<file path="config.mk">
export PLATFORM = sky130hd
export DESIGN_NAME = short_branch_unit
export DESIGN_NICKNAME = d
export VERILOG_FILES = /design/src/rtl/sbr_pkg.sv /design/src/rtl/sbr_cond_eval.sv /design/src/rtl/sbr_decode.sv /design/src/rtl/sbr_target.sv /design/src/rtl/sbr_flag_file.sv /design/src/rtl/short_branch_unit.sv
export SDC_FILE = /design/constraint.sdc
export NUM_CORES = 1
export LEC_CHECK = 0
export CORE_MARGIN = 2
export CORE_UTILIZATION = 44
export DETAILED_ROUTE_END_ITERATION = 12
export GPL_ROUTABILITY_DRIVEN = 0
export PLACE_DENSITY = 0.74
export SLEW_MARGIN = 20
export SYNTH_ARGS = -nofsm -noshare
export SYNTH_HDL_FRONTEND = slang
export SYNTH_SLANG_ARGS = --single-unit
</file>
<file path="constraint.sdc">
create_clock -name clk -period 1.7 [get_ports clk]
set_input_delay 0.255 -clock clk [delete_from_list [all_inputs] [get_ports clk]]
set_output_delay 0.255 -clock clk [all_outputs]
set_load 0.005 [all_outputs]
</file>
<file path="src/rtl/sbr_pkg.sv">
package sbr_pkg;

   localparam int          INSTR_W    = 16;
   localparam int          DISP_W     = 8;
   localparam int          FLAG_IDX_W = 4;
   localparam logic [3:0]  GROUP_TAG  = 4'b0111;

   typedef enum logic [3:0] {
      OPC_FLAG_COPY = 4'h0,
      OPC_LOW       = 4'h1,
      OPC_EQ        = 4'h2,
      OPC_LOW_EQ    = 4'h3,
      OPC_HIGH      = 4'h4,
      OPC_NE        = 4'h5,
      OPC_HIGH_EQ   = 4'h6,
      OPC_NO_OVF    = 4'h7,
      OPC_OVF       = 4'h8,
      OPC_RSV_A     = 4'h9,
      OPC_CARRY     = 4'hA,
      OPC_NO_CARRY  = 4'hB,
      OPC_FLAG_SET  = 4'hC,
      OPC_FLAG_CLR  = 4'hD,
      OPC_RSV_B     = 4'hE,
      OPC_ALWAYS    = 4'hF
   } opc_e;

   typedef enum logic [1:0] {
      ACT_NONE   = 2'd0,
      ACT_BRANCH = 2'd1,
      ACT_FLAG   = 2'd2
   } act_e;

   typedef enum logic [1:0] {
      FOP_COPY = 2'd0,
      FOP_SET  = 2'd1,
      FOP_CLR  = 2'd2
   } fop_e;

   typedef struct packed {
      act_e                  act;
      fop_e                  fop;
      logic [3:0]            bcond;
      logic [FLAG_IDX_W-1:0] fidx;
      logic [3:0]            fcond;
      logic [DISP_W-1:0]     disp;
   } dec_t;

endpackage

</file>
<file path="src/rtl/sbr_cond_eval.sv">
module sbr_cond_eval
   import sbr_pkg::*;
(
   input  logic [3:0] code,
   input  logic       cc_c,
   input  logic       cc_v,
   input  logic       cc_z,
   output logic       is_cond,
   output logic       met
);

   always_comb begin
      is_cond = 1'b1;
      met     = 1'b0;
      unique case (opc_e'(code))
         OPC_LOW:      met = cc_c;
         OPC_EQ:       met = cc_z;
         OPC_LOW_EQ:   met = cc_c | cc_z;
         OPC_HIGH:     met = ~cc_c & ~cc_z;
         OPC_NE:       met = ~cc_z;
         OPC_HIGH_EQ:  met = ~cc_c;
         OPC_NO_OVF:   met = ~cc_v;
         OPC_OVF:      met = cc_v;
         OPC_CARRY:    met = cc_c;
         OPC_NO_CARRY: met = ~cc_c;
         OPC_ALWAYS:   met = 1'b1;
         default: begin
            is_cond = 1'b0;
            met     = 1'b0;
         end
      endcase
   end

endmodule

</file>
<file path="src/rtl/sbr_decode.sv">
module sbr_decode
   import sbr_pkg::*;
(
   input  logic               valid,
   input  logic [INSTR_W-1:0] instr,
   output dec_t               dec
);

   logic       in_group;
   logic [3:0] opc;

   assign in_group = valid && (instr[15:12] == GROUP_TAG);
   assign opc      = instr[11:8];

   always_comb begin
      dec.act   = ACT_NONE;
      dec.fop   = FOP_COPY;
      dec.bcond = opc;
      dec.fidx  = instr[7:4];
      dec.fcond = instr[3:0];
      dec.disp  = instr[DISP_W-1:0];
      if (in_group) begin
         unique case (opc_e'(opc))
            OPC_FLAG_COPY: begin dec.act = ACT_FLAG; dec.fop = FOP_COPY; end
            OPC_FLAG_SET:  begin dec.act = ACT_FLAG; dec.fop = FOP_SET;  end
            OPC_FLAG_CLR:  begin dec.act = ACT_FLAG; dec.fop = FOP_CLR;  end
            OPC_RSV_A,
            OPC_RSV_B:     dec.act = ACT_NONE;
            default:       dec.act = ACT_BRANCH;
         endcase
      end
   end

endmodule

</file>
<file path="src/rtl/sbr_target.sv">
module sbr_target
   import sbr_pkg::*;
#(
   parameter int ADDR_W = 16
) (
   input  logic [ADDR_W-1:0] slot_addr,
   input  logic              half,
   input  logic [DISP_W-1:0] disp,
   output logic [ADDR_W-1:0] target
);

   localparam int EXT_W = ADDR_W - DISP_W;

   generate
      if (ADDR_W <= DISP_W) begin : g_bad_width
         $error("sbr_target: ADDR_W must exceed the displacement width");
      end
   endgenerate

   logic [ADDR_W-1:0] next_slot;
   logic [ADDR_W-1:0] disp_ext;
   logic              half_unused;

   // Offset is always taken from the following slot; the half bit plays no role.
   assign half_unused = half;
   assign next_slot   = slot_addr + ADDR_W'(1);
   assign disp_ext    = {{EXT_W{disp[DISP_W-1]}}, disp};
   assign target      = next_slot + disp_ext;

endmodule

</file>
<file path="src/rtl/sbr_flag_file.sv">
module sbr_flag_file
   import sbr_pkg::*;
#(
   parameter int NUM_FLAGS = 16
) (
   input  logic                  clk,
   input  logic                  rst_n,
   input  logic                  op_en,
   input  fop_e                  op_kind,
   input  logic [FLAG_IDX_W-1:0] op_idx,
   input  logic                  op_met,
   input  logic                  wr_en,
   input  logic [FLAG_IDX_W-1:0] wr_idx,
   input  logic                  wr_data,
   output logic [NUM_FLAGS-1:0]  flags
);

   generate
      if (NUM_FLAGS != (1 << FLAG_IDX_W)) begin : g_bad_count
         $error("sbr_flag_file: NUM_FLAGS must match the index field");
      end
   endgenerate

   genvar gi;
   generate
      for (gi = 0; gi < NUM_FLAGS; gi++) begin : g_flag
         logic hit_wr;
         logic hit_op;
         logic nxt;

         assign hit_wr = wr_en && (wr_idx == FLAG_IDX_W'(gi));
         assign hit_op = op_en && (op_idx == FLAG_IDX_W'(gi));

         always_comb begin
            nxt = flags[gi];
            if (hit_wr) begin
               nxt = wr_data;
            end else if (hit_op) begin
               unique case (op_kind)
                  FOP_COPY: nxt = op_met;
                  FOP_SET:  if (op_met) nxt = 1'b1;
                  FOP_CLR:  if (op_met) nxt = 1'b0;
                  default:  nxt = flags[gi];
               endcase
            end
         end

         always_ff @(posedge clk or negedge rst_n) begin
            if (!rst_n) flags[gi] <= 1'b0;
            else        flags[gi] <= nxt;
         end
      end
   endgenerate

endmodule

</file>
<file path="src/rtl/short_branch_unit.sv">
module short_branch_unit
   import sbr_pkg::*;
#(
   parameter int ADDR_W    = 16,
   parameter int NUM_FLAGS = 16
) (
   input  logic                  clk,
   input  logic                  rst_n,
   input  logic                  instr_valid,
   input  logic [15:0]           instr,
   input  logic [ADDR_W-1:0]     slot_addr,
   input  logic                  second_half,
   input  logic                  cc_c,
   input  logic                  cc_v,
   input  logic                  cc_z,
   input  logic                  cc_n,
   input  logic                  flag_wr_en,
   input  logic [3:0]            flag_wr_idx,
   input  logic                  flag_wr_data,
   output logic                  taken,
   output logic [ADDR_W-1:0]     target,
   output logic [NUM_FLAGS-1:0]  flags
);

   dec_t              dec;
   logic              br_is_cond, br_met;
   logic              fl_is_cond, fl_met;
   logic [ADDR_W-1:0] tgt_calc;
   logic              take_nxt;
   logic              cc_n_unused;

   // Compares are unsigned; the sign code is accepted but not consulted.
   assign cc_n_unused = cc_n;

   sbr_decode u_dec (
      .valid (instr_valid),
      .instr (instr),
      .dec   (dec)
   );

   sbr_cond_eval u_br_cond (
      .code    (dec.bcond),
      .cc_c    (cc_c),
      .cc_v    (cc_v),
      .cc_z    (cc_z),
      .is_cond (br_is_cond),
      .met     (br_met)
   );

   sbr_cond_eval u_fl_cond (
      .code    (dec.fcond),
      .cc_c    (cc_c),
      .cc_v    (cc_v),
      .cc_z    (cc_z),
      .is_cond (fl_is_cond),
      .met     (fl_met)
   );

   sbr_target #(.ADDR_W(ADDR_W)) u_tgt (
      .slot_addr (slot_addr),
      .half      (second_half),
      .disp      (dec.disp),
      .target    (tgt_calc)
   );

   sbr_flag_file #(.NUM_FLAGS(NUM_FLAGS)) u_flags (
      .clk     (clk),
      .rst_n   (rst_n),
      .op_en   (dec.act == ACT_FLAG),
      .op_kind (dec.fop),
      .op_idx  (dec.fidx),
      .op_met  (fl_is_cond & fl_met),
      .wr_en   (flag_wr_en),
      .wr_idx  (flag_wr_idx),
      .wr_data (flag_wr_data),
      .flags   (flags)
   );

   assign take_nxt = (dec.act == ACT_BRANCH) && br_is_cond && br_met;

   always_ff @(posedge clk or negedge rst_n) begin
      if (!rst_n) begin
         taken  <= 1'b0;
         target <= '0;
      end else begin
         taken <= take_nxt;
         if (take_nxt) target <= tgt_calc;
      end
   end

endmodule

</file>
# ---- Word-level counts from Yosys, hierarchy flattened
# Index checks and enable logic that the tools add are counted.
dict set report word_totals {
  n_memories 0
  wordCells 256
  inputBits 46
  reg_bits 33
  output_inout_bits 33
  mem_bits_ro 0
  latchBits 0
  ramBits 0
}
dict set report op_classes {
  div_mod_pow 0
  n_reduce_logical 95
  order_cmp 0
  n_bitwise 6
  mux 42
  n_shift 0
  n_mul 0
  n_eq_ne 93
  addsub 2
}
# op count
set ops {}
lappend ops {{equality test 4 bit (second input constant)} 28}
lappend ops {{!= test 3 x 1 -> 1 bit (second input constant)} 32}
lappend ops {{equality test 4 x 3 -> 1 bit (second input constant)} 17}
lappend ops {{AND reduction 4 bit} 16}
lappend ops {{nonzero test 4 bit} 16}
lappend ops {{2-to-1 mux 1 bit} 36}
lappend ops {{logical AND 1 bit} 35}
lappend ops {{equality test 4 x 2 -> 1 bit (second input constant)} 8}
lappend ops {{nonzero test 2 bit} 16}
lappend ops {{OR reduction 11 bit} 2}
lappend ops {{one-hot mux 1 bit (9 select lines)} 2}
lappend ops {{adder 16 x 1 -> 16 bit (second input constant)} 1}
lappend ops {{adder 16 bit} 1}
lappend ops {{equality test 4 x 1 -> 1 bit (second input constant)} 4}
lappend ops {{zero test 4 bit} 3}
lappend ops {{OR reduction 2 bit} 5}
lappend ops {{one-hot mux 2 bit (2 select lines)} 2}
lappend ops {{equality test 2 x 1 -> 1 bit (second input constant)} 2}
lappend ops {{equality test 2 bit (second input constant)} 2}
lappend ops {{2-to-1 mux 4 bit} 1}
lappend ops {{inverter 1 bit} 3}
lappend ops {{one-hot mux 1 bit (3 select lines)} 1}
lappend ops {{OR reduction 3 bit} 1}
lappend ops {{AND 1 bit} 2}
lappend ops {{other kinds (2)} 2}

# ---- Longest topological paths before layout
# Gate-level depths: netlist of run 1.
dict set report logic_depth {
  ltp_word 8
  mapped_depth 12
  mapped_depth_nobuf 10
}

# ---- Cells and area by module
# From an unflattened synthesis of run 1, not the netlist that was laid out.
dict set report unflattened {
  hier_cells 338
  area_unflattened_um2 3203.1
}
# module seq_area_each_um2 area_each_um2 n_inst cells_each
set by_module_without_submodules {}
lappend by_module_without_submodules {sbr_flag_file 400.4 1186.1 1 120}
lappend by_module_without_submodules {sbr_target 0.0 762.0 1 97}
lappend by_module_without_submodules {short_branch_unit 425.4 691.9 1 38}
lappend by_module_without_submodules {sbr_cond_eval 0.0 162.7 2 25}
lappend by_module_without_submodules {sbr_decode 0.0 237.7 1 33}

# ---- Worst setup path after synthesis of run 1
# OpenSTA, ideal clock, no wires.
dict set report synth_path {
  path_type {input-to-reg}
  from {in instr[9]}
  to {reg u_flags.flags[12]}
  required_time_ns 1.572
  arrival_time_ns 2.750
  path_buffers 3
  slack_ns -1.177
  stages 11
  setup_ns 0.128
  path_cell_list {clkbuf_1 -> nor3_1 -> nor3b_1 -> inv_1 -> ha_1 -> or2_1 -> buf_1 -> clkbuf_1 -> a2111oi_2 -> mux2i_1 -> o21ai_1}
}
dict set report synth_between {
  elab_chain_cells 8
  elab_cells_between_ends 23
  cone_classes {eq/ne: 9; mux: 6; reduce/logical: 8}
}
# element line
set synth_lines {}
lappend synth_lines {{from (decl)} short_branch_unit.sv:10} ;# input logic [15:0] instr,
lappend synth_lines {{equality test 4 bit / zero test 4 bit (equally long branches)} sbr_decode.sv:23} ;# unique case (opc_e'(opc))
lappend synth_lines {{OR reduction 3 bit (no line) / OR reduction 2 bit (equally long branches)} -}
lappend synth_lines {{one-hot mux 2 bit (2 select lines)} sbr_decode.sv:23}
lappend synth_lines {{2-to-1 mux 4 bit *} sbr_decode.sv:22} ;# if (in_group) begin
lappend synth_lines {{equality test 2 bit} short_branch_unit.sv:69} ;# .op_en (dec.act == ACT_FLAG),
lappend synth_lines {{logical AND 1 bit} sbr_flag_file.sv:32} ;# assign hit_op = op_en && (op_idx == FLAG_IDX_W'(gi));
lappend synth_lines {{nonzero test 2 bit (no line)} -}
lappend synth_lines {{AND reduction 4 bit (no line)} -}
lappend synth_lines {{to (signal, indexed assignment)} sbr_flag_file.sv:50} ;# else flags[gi] <= nxt;
lappend synth_lines {{to (decl)} sbr_flag_file.sv:15} ;# output logic [NUM_FLAGS-1:0] flags
# Mark *: on every way between the ends. The rest lies on a longest branch, timed or not. The select of a mux whose other input is x is not followed.
# A chain may end at the register's enable or synchronous reset.

# ---- Worst setup path after layout of run 1
dict set report layout_path {
  from {in instr[15]}
  to {reg u_flags.flags[8]}
}
dict set report layout_between {
  elab_chain_cells 7
  elab_cells_between_ends 16
  cone_classes {eq/ne: 6; mux: 4; reduce/logical: 6}
}
# element line
set layout_lines {}
lappend layout_lines {{equality test 4 x 3 -> 1 bit *} sbr_decode.sv:12} ;# assign in_group = valid && (instr[15:12] == GROUP_TAG);
lappend layout_lines {{logical AND 1 bit *} sbr_decode.sv:12}
lappend layout_lines {{2-to-1 mux 4 bit *} sbr_decode.sv:22}
lappend layout_lines {{equality test 2 bit (tied with other cells)} sbr_flag_file.sv:39} ;# unique case (op_kind)
lappend layout_lines {{one-hot mux 1 bit (3 select lines) / logical AND 1 bit (equally long branches)} {sbr_flag_file.sv:39, sbr_flag_file.sv:32}}
lappend layout_lines {{2-to-1 mux 1 bit / nonzero test 2 bit (equally long branches)} -}
lappend layout_lines {{2-to-1 mux 1 bit / AND reduction 4 bit (equally long branches)} -}
# Marks and branches as above.

==> metrics.sh, run 1 <==
SYNTH_SEQ_AREA_SHARE=0.291
WORST_EP_REQUIRED_TIME_NS=1.86
CRITICAL_PATH.ENDPOINT_TYPE='flip-flop'
FAILING_CHECKS='negative setup slack'
REG2REG_FROM='u_flags.flags[4]'
MIN_TO='target[0]'
RSZ0062_AT_GRT='true'
DIE_EXTENT_IN_X_MICRONS=84.3
UTILIZATION_OF_THE_CORE_AFTER_ROUTING=0.903
SYNTH.MUX.AREA_FRACTION=0.0679
POSTSYNTHNETCOUNT=394
WL_PER_CELL_MICRONS=24.7
ANTENNA_FOUND_INITIAL=0
SYNTH_EDF_COUNT=0
CLOCKBUFFERDEPTH=2
WORST_R2R_PATH_CELLS=2
TRITONCTS='yes'
FINALNETCOUNT=580
SYNTH_TOP_FAMILY_BY_AREA='compound AO/OA/AOI/OAI gates'
DRCVIOLATIONCOUNT=0
HOLDCRITPATHCLASS='input pin to flip-flop'
YS.WARNINGS.COUNT=0
P_INT_mW=2.38
SYNTH_TOP_AREA_SHARE=0.291
SYNTH_CELL_AREA_SQ_UM=2840
LAYOUT.FILLER_CELLS=247
FIRST_PASS_ITERS=5
GRTUSAGETOTAL=0.323
TIGHTESTPINTRANSITION_NS=0.666
SYNTH_XOR_XNOR_AREA_SHARE=0.0340
POST_SYNTH_NUM_CELL_TYPES=57
TIMING_MAX_TRANSITION_VIOLATIONS_FINAL=0
MAX-VDD-IR-DROP_V=0.000491
SYNTH_COMPOUND_AREA_FRAC=0.259
MAXCAPVIOLATIONS=0
POWER_SWITCHING_SHARE=0.357
COMB_POWER_SHARE=0.486
HOLD_PATH_DEPTH=4
TOTAL_NUMBER_OF_PLACEMENT_ROWS=29
YOSYS.AREA_SHARE.ADDER=0.0864
N_ANTENNA_CELL=0
FIRST_GLOBAL_VIAS=3578
NUMCTSBUFFERS=5
DIE_AREA_SQ_UM=7110
SYNTHARSTFLOPSHARE=1.00
CLKTRANSATPATHREGS_NS=0.08
OUTCOME='finished, violations left'
CTS_SINKS=33
WORST_SKEW_PAIR.LATE_LATENCY_NS=0.29
PERIOD_SHARE=1.54
CELL_TYPES_WITH_THE_LARGEST_AREA_SHARE_AFTER_SYNTHESIS='sky130_fd_sc_hd__dfrtp_1, sky130_fd_sc_hd__ha_1, sky130_fd_sc_hd__a2111oi_2'
LAYOUT-AREA-OVERHEAD-VS-SYNTH_PCT=99.7
FINAL_LAYOUT_SIZE_SUFFIX_GT1_FRAC=0.492
CRIT_PATH_SETUP_SLACK_LAYOUT_NS=-0.910
VIAS=3767
CRITPATHLAUNCHTYPE='input pin'
WORST_EP_ARRIVAL_TIME_NS=2.77
SYNTHCELLS=329
MAX_FREQ_MHz=383
CRITPATHBUFINV=5
CLOCK-SKEW-FINAL_NS=0
SHARE_CLK_OF_TOTAL_POWER=0.215
DRT_ITER0_MARKERS=318
TOP_FAMILY_BY_DELAY_ON_CRITICAL_PATH='buffers and inverters'
HTREE_NUM_LEVELS=2
POWER-PER-CELL-AREA_nW_PER_UM2=653
CP_COMMON_CELL='sky130_fd_sc_hd__buf_4'
CRITICAL-PATH-MAX-STAGE-DELAY_NS=0.47
SHARE_SEQ_OF_TOTAL_POWER=0.298
R2R_END='u_flags.flags[4]'
IOS=79
TOTAL_SWITCHING_POWER_mW=1.32
POST_DP_HPWL_MICRONS=6940
SYNTHESIZED_AREA_FRACTION_OCCUPIED_BY_AND_OR_NAND_NOR_CELLS=0.218
REPORT.FINAL.HOLD_VIOL_COUNT=0
WIRELENGTH_MICRONS=14700
REG2REG_SETUP_SLACK_NS=0.74
TIMING.CRITICAL_PATH.SLOWEST_STAGE_CELL='sky130_fd_sc_hd__o211ai_4'
POST_CTS_HOLD_BUFFER_COUNT=0
WORST_SLEW_MARGIN_REL=0.553
CTS_ROOT_BUFFER='sky130_fd_sc_hd__clkbuf_8'
GRT_PASS1_WL_MICRONS=18300
CRITICALPATHCATEGORY='input pin to flip-flop'
PORT_BUFFERS=76
CP_CELL_SEQUENCE='buf_6 -> nand4b_1 -> nor3_4 -> nand4_1 -> buf_4 -> buf_4 -> buf_4 -> ha_2 -> o211ai_4 -> buf_12 -> a2111oi_4 -> mux2i_1 -> o21ai_1'
DIE_Y_MICRONS=84.3
MIN_CYCLE_TIME_LAYOUT_NS=2.61
AVGVIACOUNTPERCELL=6.35
P_LEAK_nW=2.30
POSTSYNTHREGISTERBITS=33
PEAK_FANOUT_ALONG_THE_CRITICAL_PATH=7
START_UTIL=0.452
CORE-AREA_SQ_UM=6280
SYN_AREA_CELL_SQ_UM=8.63
GRT_MAX_DEGREE=34
SYNTH_LARGEST_AREA_CELL='sky130_fd_sc_hd__dfrtp_1'
DRTANTENNAVIOLNETS=0
YS_DOMINANT_REG_CELL='sky130_fd_sc_hd__dfrtp_1'
HOLDCRITSTARTPOINT='slot_addr[0]'
GRT_OVERFLOW_TOTAL=0
HOLD_SLACK_NS=0.319
SETUP_VIOLATION_TOTAL_IN_THE_FINAL_TIMING_REPORT=33
==> layout make-up <==
type                    count  area, sq um  area share
clock buffers               7         86.3      0.0152
repair buffers            194         1840       0.325
flip-flops and latches     33          826       0.146
clock inverters             1         30.0     0.00530
well taps                  77         96.3      0.0170
inverters                  11         56.3     0.00993
multi-input cells         270         2730       0.482
==> placed cells by master, fill, tap and decap left out, types with 5 or more instances in the layout <==
cell	instances
sky130_fd_sc_hd__a2111oi_4	16
sky130_fd_sc_hd__a21oi_1	7
sky130_fd_sc_hd__a21oi_2	5
sky130_fd_sc_hd__a21oi_4	5
sky130_fd_sc_hd__buf_12	8
sky130_fd_sc_hd__buf_2	7
sky130_fd_sc_hd__buf_4	85
sky130_fd_sc_hd__buf_6	26
sky130_fd_sc_hd__clkbuf_8	6
sky130_fd_sc_hd__clkdlybuf4s50_1	44
sky130_fd_sc_hd__dfrtp_1	33
sky130_fd_sc_hd__dlygate4sd2_1	6
sky130_fd_sc_hd__dlymetal6s2s_1	9
sky130_fd_sc_hd__ha_4	14
sky130_fd_sc_hd__inv_2	5
sky130_fd_sc_hd__mux2i_1	14
sky130_fd_sc_hd__nand2_1	34
sky130_fd_sc_hd__nand2_4	8
sky130_fd_sc_hd__nand2b_1	10
sky130_fd_sc_hd__nand3b_1	5
sky130_fd_sc_hd__nor2_1	21
sky130_fd_sc_hd__nor3_1	6
sky130_fd_sc_hd__o21ai_1	19
sky130_fd_sc_hd__o21ai_2	9
sky130_fd_sc_hd__xor2_1	6
==> flip-flops by register name, indices dropped and copies added, names as in the netlist <==
name	flops
target	16
u_flags.flags	16
taken	1
==> per-stage QoR <==
stage	cell area, sq um	setup slack (ns)	power [mW]	TNS, ns	std cells
after global routing	5670	-0.969	3.81	-17.14	593
after global placement	4560	-1.18	2.35	-30.91	555
final	5670	-0.910	3.70	-15.93	593
after CTS	5230	-0.670	3.34	-13.02	587
after detailed placement	4560	-1.36	2.40	-33.04	555
after floorplan	3070	-0.668	1.58	-12.11	329
==> power groups by stage <==
stage          Clock [mW]  Combinational (mW)  Sequential [mW]
4_1_cts             0.790                1.49             1.06
6_report            0.797                1.80             1.10
2_1_floorplan           0               0.525             1.06
5_1_grt             0.820                1.88             1.11
3_5_place_dp            0                1.33             1.07
3_3_place_gp            0                1.28             1.07
==> layer usage <==
metal / part of all wire / global-route usage
met5: 0 / 0
met4: 0.072 / 0.132
met3: 0.067 / 0.0324
met2: 0.50 / 0.592
met1: 0.36 / 0.385
==> synth_stat cells (5+ instances only) <==
master and count:
sky130_fd_sc_hd__xnor2_1 5, sky130_fd_sc_hd__dfrtp_1 33, sky130_fd_sc_hd__a21oi_1 17, sky130_fd_sc_hd__nand2_1 46
sky130_fd_sc_hd__a2111oi_2 12, sky130_fd_sc_hd__mux2i_1 17, sky130_fd_sc_hd__o21ai_0 6, sky130_fd_sc_hd__ha_1 18
sky130_fd_sc_hd__o21ai_1 27, sky130_fd_sc_hd__clkbuf_1 5, sky130_fd_sc_hd__xor2_1 6, sky130_fd_sc_hd__nand3b_1 5
sky130_fd_sc_hd__inv_1 11, sky130_fd_sc_hd__nor3_1 9, sky130_fd_sc_hd__a2111oi_1 5, sky130_fd_sc_hd__nand3_1 6
sky130_fd_sc_hd__nand2b_1 11, sky130_fd_sc_hd__nor2_1 23, sky130_fd_sc_hd__buf_2 6
==> tightest hold or removal path: cells and delay by family <==
family | cells | cell delay (ns)
AOI/OAI and AO/OA | 1 | 0.05
buffers and inverters | 2 | 0.15
adders and majority gates | 1 | 0.13
==> cells by family after synthesis <==
kind of cell	count (synthesis)
flops	33
mux	19
fa+ha+maj	19
buf+inv	26
simple gates	125
compound gates	96
xor+xnor	11
==> timing repair <==
action	CTS	global route
gates cloned	3	0
pin swaps	51	45
setup buffers	22	10
gates resized for setup	135	102
endpoints found under the setup margin	33	33
==> worst max path at each step <==
stage,startpoint,endpoint,slack [ns],cells past startpoint
detailed placement,instr[15],u_flags.flags[2],-1.36,11
finish,instr[15],u_flags.flags[8],-0.91,13
global placement,instr[15],u_flags.flags[0],-1.18,11
global route,instr[15],u_flags.flags[8],-0.97,12
CTS,instr[15],u_flags.flags[10],-0.67,12
floorplan,instr[15],u_flags.flags[12],-0.67,11
No activity file was read; power rests on OpenSTA's default activity.
==> inputs of run 2 (changes only) <==
--- a/config.mk
+++ b/config.mk
@@ -6,10 +6,10 @@
 export NUM_CORES = 1
 export LEC_CHECK = 0
 export CORE_MARGIN = 2
-export CORE_UTILIZATION = 44
+export CORE_UTILIZATION = 40
 export DETAILED_ROUTE_END_ITERATION = 12
 export GPL_ROUTABILITY_DRIVEN = 0
-export PLACE_DENSITY = 0.74
+export PLACE_DENSITY = 0.69
 export SLEW_MARGIN = 20
 export SYNTH_ARGS = -nofsm -noshare
 export SYNTH_HDL_FRONTEND = slang
==> run 2 against run 1 <==
- the flow still finishes with violations (negative setup slack)
- core utilization decreased by 10 points
- first-iteration DRC count decreased by 60%
- global-route usage is 7.5 points lower
- worst hold slack lost 0.019 ns
- largest cell class unchanged
- largest power group unchanged
==> metrics.sh, run 2 (synthesis gave the netlist of run 1 again) <==
GRTUSAGETOTAL=0.249  # -0.0746
GRT_PASS1_WL_MICRONS=15200  # -17%
NUMPLACEDINSTANCES=561  # +1.1%
MIN_CYCLE_TIME_LAYOUT_NS=2.42  # -0.193 ns
WORST_SKEW_PAIR.LATE_LATENCY_NS=0.29  # about the same
TOP_FAMILY_BY_DELAY_ON_CRITICAL_PATH='simple AND/OR/NAND/NOR gates'
OUTCOME='finished, violations left'
FAILING_CHECKS='negative setup slack'
WORST_SLEW_MARGIN_REL=0.634  # +0.0811
REGISTER_AREA_SQ_UM=826  # unchanged
NUMCTSBUFFERS=5  # unchanged
CLKTRANSATPATHREGS_NS=0.07  # about the same
P_LEAK_nW=2.23  # -3.2%
PRECTSSETUPSLACK_NS=-1.27  # +0.0850 ns
CLOCKBUFFERDEPTH=2  # unchanged
PEAK_FANOUT_ALONG_THE_CRITICAL_PATH=8  # +1
LAYOUT_COMMON_CELLS='sky130_fd_sc_hd__buf_4, sky130_fd_sc_hd__clkdlybuf4s50_1, sky130_fd_sc_hd__nand2_1'
RSZ0062_AT_GRT='true'
HOLDCRITPATHCLASS='input pin to flip-flop'
TIMING_MAX_TRANSITION_VIOLATIONS_FINAL=0  # unchanged
TIMING.CRITICAL_PATH.SLOWEST_STAGE_CELL='sky130_fd_sc_hd__o211ai_4'
CRIT_PATH_SETUP_SLACK_LAYOUT_NS=-0.717  # +0.193 ns
CP_CELL_SEQUENCE='buf_6 -> nand4b_1 -> nor3_4 -> nand4_1 -> ha_4 -> or2_4 -> o211ai_4 -> buf_4 -> buf_6 -> a2111oi_4 -> mux2i_1 -> o21ai_1'
CLOCK-SKEW-FINAL_NS=0  # unchanged
MAX_FREQ_MHz=414  # +8.0%
HOLDCRITSTARTPOINT='slot_addr[0]'
FINAL_COMMON_CELL='sky130_fd_sc_hd__buf_4'
FINAL_LAYOUT_SIZE_SUFFIX_GT1_FRAC=0.460  # -0.0325
HTREE_NUM_LEVELS=2  # unchanged
WORST_EP_ARRIVAL_TIME_NS=2.59  # -0.18 ns
WIRELENGTH_MICRONS=10500  # -28%
AVGVIACOUNTPERCELL=5.54  # -13%
SETUP_TOTAL_NEGATIVE_SLACK_NS=-11.71  # +4.22 ns
REG2REG_FROM='u_flags.flags[4]'
IOS=79  # unchanged
WORST_SETUP_PATH_STARTPOINT='instr[15]'
DIE_AREA_SQ_UM=7780  # +9.5%
LAYOUT.FILLER_CELLS=402  # +63%
CRITICAL-PATH-MAX-STAGE-DELAY_NS=0.39  # -0.08 ns
CRITPATHLAUNCHTYPE='input pin'
WL_PER_CELL_MICRONS=17.3  # -30%
POST_DP_HPWL_MICRONS=6530  # -5.8%
REPORT.FINAL.HOLD_VIOL_COUNT=0  # unchanged
LAYOUT-AREA-OVERHEAD-VS-SYNTH_PCT=93.3
WORST_EP_REQUIRED_TIME_NS=1.87  # about the same
CTS_ROOT_BUFFER='sky130_fd_sc_hd__clkbuf_8'
TRITONCTS='yes'
FINALNETCOUNT=573  # -1.2%
CP_COMMON_CELL='sky130_fd_sc_hd__buf_6'
MULTI_INPUT_AREA_SQ_UM=2630  # -3.9%
LAYOUT.CELLS.NON_FILLER=605  # +2.0%
DRT_ITER0_MARKERS=128  # -60%
FIRST_PASS_ITERS=4  # -1
DIE_EXTENT_IN_X_MICRONS=88.2  # +4.6%
POWER-PER-CELL-AREA_nW_PER_UM2=623  # -4.5%
LARGEST_REGISTERS='target (16), u_flags.flags (16), taken (1)'
CRITICALPATHCATEGORY='input pin to flip-flop'
DRTANTENNAVIOLNETS=0  # unchanged
PORT_BUFFERS=76  # unchanged
SETUP_VIOLATION_TOTAL_IN_THE_FINAL_TIMING_REPORT=29  # -12%
ANTENNA_FOUND_INITIAL=0  # unchanged
VIAS=3350  # -11%
N_ANTENNA_CELL=0  # unchanged
CORE-AREA_SQ_UM=6830  # +8.8%
DRCVIOLATIONCOUNT=0  # unchanged
CRITICAL_PATH.ENDPOINT_TYPE='flip-flop'
CTS_SINKS=33  # unchanged
UTILIZATION_OF_THE_CORE_AFTER_ROUTING=0.803  # -0.0998
GRT_OVERFLOW_TOTAL=0  # unchanged
MAX-VDD-IR-DROP_V=0.000398  # -19%
FIRST_GLOBAL_VIAS=3289  # -8.1%
GRT_MAX_DEGREE=34  # unchanged
PERIOD_SHARE=1.42  # -0.114
TIGHTESTPINTRANSITION_NS=0.549  # -0.117 ns
DIE_Y_MICRONS=88.2  # +4.6%
DETAILED_PLACE.AREA_SQ_UM=4450  # -2.4%
CRITPATHBUFINV=3  # -2
STDCELL_AREA_SQ_UM=5490  # -3.2%
MAXCAPVIOLATIONS=0  # unchanged
START_UTIL=0.415  # -0.0367
TOTAL_NUMBER_OF_PLACEMENT_ROWS=30  # +3.4%
## run 2: report_power, final
| part | switching, mW | internal, mW |
|---|---|---|
| sequential | 0.117 | 0.948 |
| combinational | 0.698 | 0.885 |
| clock | 0.332 | 0.439 |
## run 2: repair_timing
| item | 4_1_cts | 5_1_grt |
|---|---|---|
| setup endpoints to repair | 33 | 33 |
| pin swaps | 51 | 32 |
| setup buffers | 27 | 8 |
| gates resized for setup | 108 | 101 |
| hold buffers | 0 | 0 |
| cloned | 2 | 1 |
## run 2: cell type report
cell class,instances,share of cell area
Clock buffer,5,0.0125
Clock inverter,3,0.00844
Inverter,11,0.0103
Multi-Input combinational cell,270,0.478
Sequential cell,33,0.151
Tap cell,96,0.0219
Timing Repair Buffer,187,0.318
## run 2: per-stage QoR
step / hold slack [ns] / power (mW)
2_1_floorplan: -0.0406 / 1.58
3_3_place_gp: 0.468 / 2.32
6_report: 0.300 / 3.42
3_5_place_dp: 0.474 / 2.34
5_1_grt: 0.299 / 3.60
4_1_cts: 0.391 / 3.25
## run 2: worst paths after layout
path	cells after the start	end	slack [ns]
worst max register to register	2	u_flags.flags[4]	0.93
worst min-delay path	4	target[0]	0.30
max in group asynchronous	2	target[1]	1.01
min in group asynchronous	2	u_flags.flags[5]	0.37
worst min register to register	2	target[9]	0.49
worst max-delay path	12	u_flags.flags[2]	-0.72
## run 2: routing by layer
| metal | vias to the layer above | routed length (microns) | global-route usage |
|---|---|---|---|
| met5 | - | 0 | 0 |
| met4 | 0 | 302 | 0.102 |
| met3 | 26 | 422 | 0.0299 |
| met2 | 102 | 5500 | 0.440 |
| met1 | 1639 | 4260 | 0.306 |
| li1 | 1583 | - | - |
## run 2: tightest hold or removal path: stages
cell,delay (ns)
sky130_fd_sc_hd__buf_6,0.09
sky130_fd_sc_hd__inv_4,0.04
sky130_fd_sc_hd__ha_4,0.11
sky130_fd_sc_hd__o21ai_1,0.06
==> inputs of run 3 (changes only) <==
--- a/config.mk
+++ b/config.mk
@@ -9,6 +9,7 @@
 export CORE_UTILIZATION = 40
 export DETAILED_ROUTE_END_ITERATION = 12
 export GPL_ROUTABILITY_DRIVEN = 0
+export GPL_TIMING_DRIVEN = 0
 export PLACE_DENSITY = 0.69
 export SLEW_MARGIN = 20
 export SYNTH_ARGS = -nofsm -noshare
==> run 3 against run 2 <==
- the run still ends with negative setup slack left
- worst hold slack worse by 0.0045 ns
- total power down 9.2%
- first-iteration DRC count down 21%
- fmax up 0.50%
- final cell count down 9.4%
- clock-buffer cell count unchanged
- via count down 9.9%
- clock power down 24%
- sequential power about the same
- die area unchanged
- combinational power down 8%
- flip-flop and latch count unchanged
==> metrics.sh, run 3 (synthesis gave the netlist of run 1 again) <==
OUTCOME='finished, violations left'
FAILING_CHECKS='negative setup slack'
MAXCAPVIOLATIONS=0  # unchanged
R2R_END='u_flags.flags[4]'
WORST_EP_REQUIRED_TIME_NS=1.87  # about the same
AVGVIACOUNTPERCELL=5.51  # -0.57%
DIE_EXTENT_IN_X_MICRONS=88.2  # unchanged
SETUP_TOTAL_NEGATIVE_SLACK_NS=-12.10  # -0.391 ns
TIGHTESTPINTRANSITION_NS=0.744  # +0.194 ns
FIRST_PASS_ITERS=4  # unchanged
DESIGN_POWER_TOTAL_mW=3.11  # -9.2%
LAYOUT_COMMON_CELLS='sky130_fd_sc_hd__clkdlybuf4s50_1, sky130_fd_sc_hd__nand2_1, sky130_fd_sc_hd__dfrtp_1'
DRT_ITER0_MARKERS=101  # -21%
DIE_Y_MICRONS=88.2  # unchanged
N_ANTENNA_CELL=0  # unchanged
TIMING_MAX_TRANSITION_VIOLATIONS_FINAL=0  # unchanged
NUMCTSBUFFERS=5  # unchanged
VIAS=3017  # -9.9%
FINALNETCOUNT=516  # -9.9%
HTREE_NUM_LEVELS=2  # unchanged
CRITPATHLAUNCHTYPE='input pin'
REPORT.FINAL.HOLD_VIOL_COUNT=0  # unchanged
LAYOUT-AREA-OVERHEAD-VS-SYNTH_PCT=77.1
CLOCK-SKEW-FINAL_NS=0  # unchanged
TRITONCTS='yes'
RSZ0062_AT_GRT='true'
HOLDCRITPATHCLASS='input pin to flip-flop'
WORST_EP_ARRIVAL_TIME_NS=2.57  # -0.02 ns
POST_DP_HPWL_MICRONS=6140  # -6.0%
DRCVIOLATIONCOUNT=0  # unchanged
START_UTIL=0.415  # unchanged
IOS=79  # unchanged
WIRELENGTH_MICRONS=9250  # -12%
TOP_FAMILY_BY_DELAY_ON_CRITICAL_PATH='simple AND/OR/NAND/NOR gates'
PERIOD_SHARE=1.41  # -0.00701
REGISTER_AREA_SQ_UM=826  # unchanged
LARGEST_REGISTERS='target (16), u_flags.flags (16), taken (1)'
TOTAL_NUMBER_OF_PLACEMENT_ROWS=30  # unchanged
HOLD_PATH_DEPTH=3  # -1
WORST_SLEW_MARGIN_REL=0.504  # -0.130
CTS_ROOT_BUFFER='sky130_fd_sc_hd__clkbuf_8'
MAX_FREQ_MHz=416  # +0.50%
GRTUSAGETOTAL=0.232  # -0.0170
FINAL_COMMON_CELL='sky130_fd_sc_hd__clkdlybuf4s50_1'
CLOCKBUFFERDEPTH=2  # unchanged
REG2REG_SETUP_SLACK_NS=0.92  # about the same
CRITICAL_PATH.ENDPOINT_TYPE='flip-flop'
TIMING.CRITICAL_PATH.SLOWEST_STAGE_CELL='sky130_fd_sc_hd__a2111oi_1'
P_LEAK_nW=1.93  # -13%
POWER-PER-CELL-AREA_nW_PER_UM2=618  # -0.82%
SETUP_VIOLATION_TOTAL_IN_THE_FINAL_TIMING_REPORT=31  # +6.9%
CRITPATHBUFINV=3  # unchanged
MAX-VDD-IR-DROP_V=0.000358  # -10%
MIN_TO='u_flags.flags[2]'
DRTANTENNAVIOLNETS=0  # unchanged
CORE-AREA_SQ_UM=6830  # unchanged
CTS_SINKS=33  # unchanged
LAYOUT.FILLER_CELLS=471  # +17%
WORST_SKEW_PAIR.LATE_LATENCY_NS=0.29  # about the same
MULTI_INPUT_AREA_SQ_UM=2640  # +0.48%
FINAL_LAYOUT_SIZE_SUFFIX_GT1_FRAC=0.387  # -0.0726
GRT_OVERFLOW_TOTAL=0  # unchanged
PEAK_FANOUT_ALONG_THE_CRITICAL_PATH=5  # -3
CLKTRANSATPATHREGS_NS=0.07  # about the same
ANTENNA_FOUND_INITIAL=0  # unchanged
HOLDCRITSTARTPOINT='flag_wr_data'
MIN_CYCLE_TIME_LAYOUT_NS=2.40  # -0.0119 ns
PORT_BUFFERS=73  # -3.9%
GRT_PASS1_WL_MICRONS=14100  # -7.6%
WORST_R2R_PATH_CELLS=2  # unchanged
HOLD_SLACK_NS=0.296  # -0.00446 ns
FIRST_GLOBAL_VIAS=2927  # -11%
DIE_AREA_SQ_UM=7780  # unchanged
GRT_MAX_DEGREE=20  # -41%
WL_PER_CELL_MICRONS=16.9  # -2.6%
CRIT_PATH_SETUP_SLACK_LAYOUT_NS=-0.705  # +0.0119 ns
CP_CELL_SEQUENCE='buf_6 -> nand4b_1 -> nor3_4 -> nor3b_4 -> inv_2 -> ha_4 -> or2_4 -> buf_8 -> a2111oi_1 -> mux2i_1 -> o21ai_1'
REG2REG_FROM='u_flags.flags[4]'
CRITICAL-PATH-MAX-STAGE-DELAY_NS=0.52  # +0.13 ns
CRITICALPATHCATEGORY='input pin to flip-flop'
-- run 3: cell types whose count changed in the layout (fill, tap and decap cells not counted), moves of 3 or more --
cell,before,now
sky130_fd_sc_hd__a21oi_1,6,9
sky130_fd_sc_hd__buf_4,85,31
sky130_fd_sc_hd__buf_6,21,13
sky130_fd_sc_hd__dlygate4sd2_1,3,10
sky130_fd_sc_hd__dlymetal6s2s_1,11,8
sky130_fd_sc_hd__nand2_1,40,34
sky130_fd_sc_hd__nand2_2,5,8
sky130_fd_sc_hd__nand2_4,1,4
sky130_fd_sc_hd__o21ai_1,23,20
-- run 3: power breakdown --
group | total (mW) | leakage, nW | switching (mW) | internal [mW]
Clock | 0.584 | 0.0439 | 0.302 | 0.282
Combinational | 1.45 | 1.46 | 0.661 | 0.791
Sequential | 1.07 | 0.430 | 0.121 | 0.948
-- run 3: what timing repair did --
action	CTS	global route
gates resized for setup	129	73
setup buffers	29	10
pin swaps	28	35
hold buffers	1	0
setup endpoints to repair	33	33
cloned	5	0
endpoints found under the hold margin	14	0
-- run 3: final cells by class --
class,count,area share
inverter,11,0.0112
tap,96,0.0239
multi-input combinational,270,0.525
timing repair buffer,116,0.224
clock inverter,3,0.00349
sequential,33,0.164
clock buffer,5,0.0137
buffer,14,0.0344
-- run 3: how the worst max path moves through the flow --
stage | start | end | slack [ns] | cells past startpoint
after detailed placement | instr[13] | u_flags.flags[14] | -1.33 | 11
final | instr[15] | u_flags.flags[0] | -0.70 | 11
after floorplan | instr[15] | u_flags.flags[12] | -0.67 | 11
after global routing | instr[15] | u_flags.flags[6] | -0.80 | 12
after CTS | instr[15] | u_flags.flags[15] | -0.72 | 12
after global placement | instr[15] | u_flags.flags[15] | -1.28 | 12
-- run 3: through the flow --
step | utilization | std cells | setup slack, ns | instance area, sq um
floorplan | - | 329 | -0.668 | 3070
global placement | 0.575 | 498 | -1.28 | 3930
detailed placement | 0.578 | 499 | -1.33 | 3950
CTS | 0.689 | 542 | -0.718 | 4700
global route | 0.736 | 548 | -0.804 | 5020
finish | 0.736 | 548 | -0.705 | 5020
-- run 3: routing by layer --
layer | part of all wire | vias to the layer above | GRT usage
met4 | 0.023 | 0 | 0.0758
met1 | 0.42 | 1447 | 0.289
met5 | 0 | - | 0
met2 | 0.52 | 92 | 0.417
met3 | 0.039 | 16 | 0.0252
li1 | - | 1462 | -
-- run 3: worst min-delay path, stage by stage --
cell	delay, ns
sky130_fd_sc_hd__clkbuf_1	0.15
sky130_fd_sc_hd__nand2_1	0.08
sky130_fd_sc_hd__o21ai_1	0.05
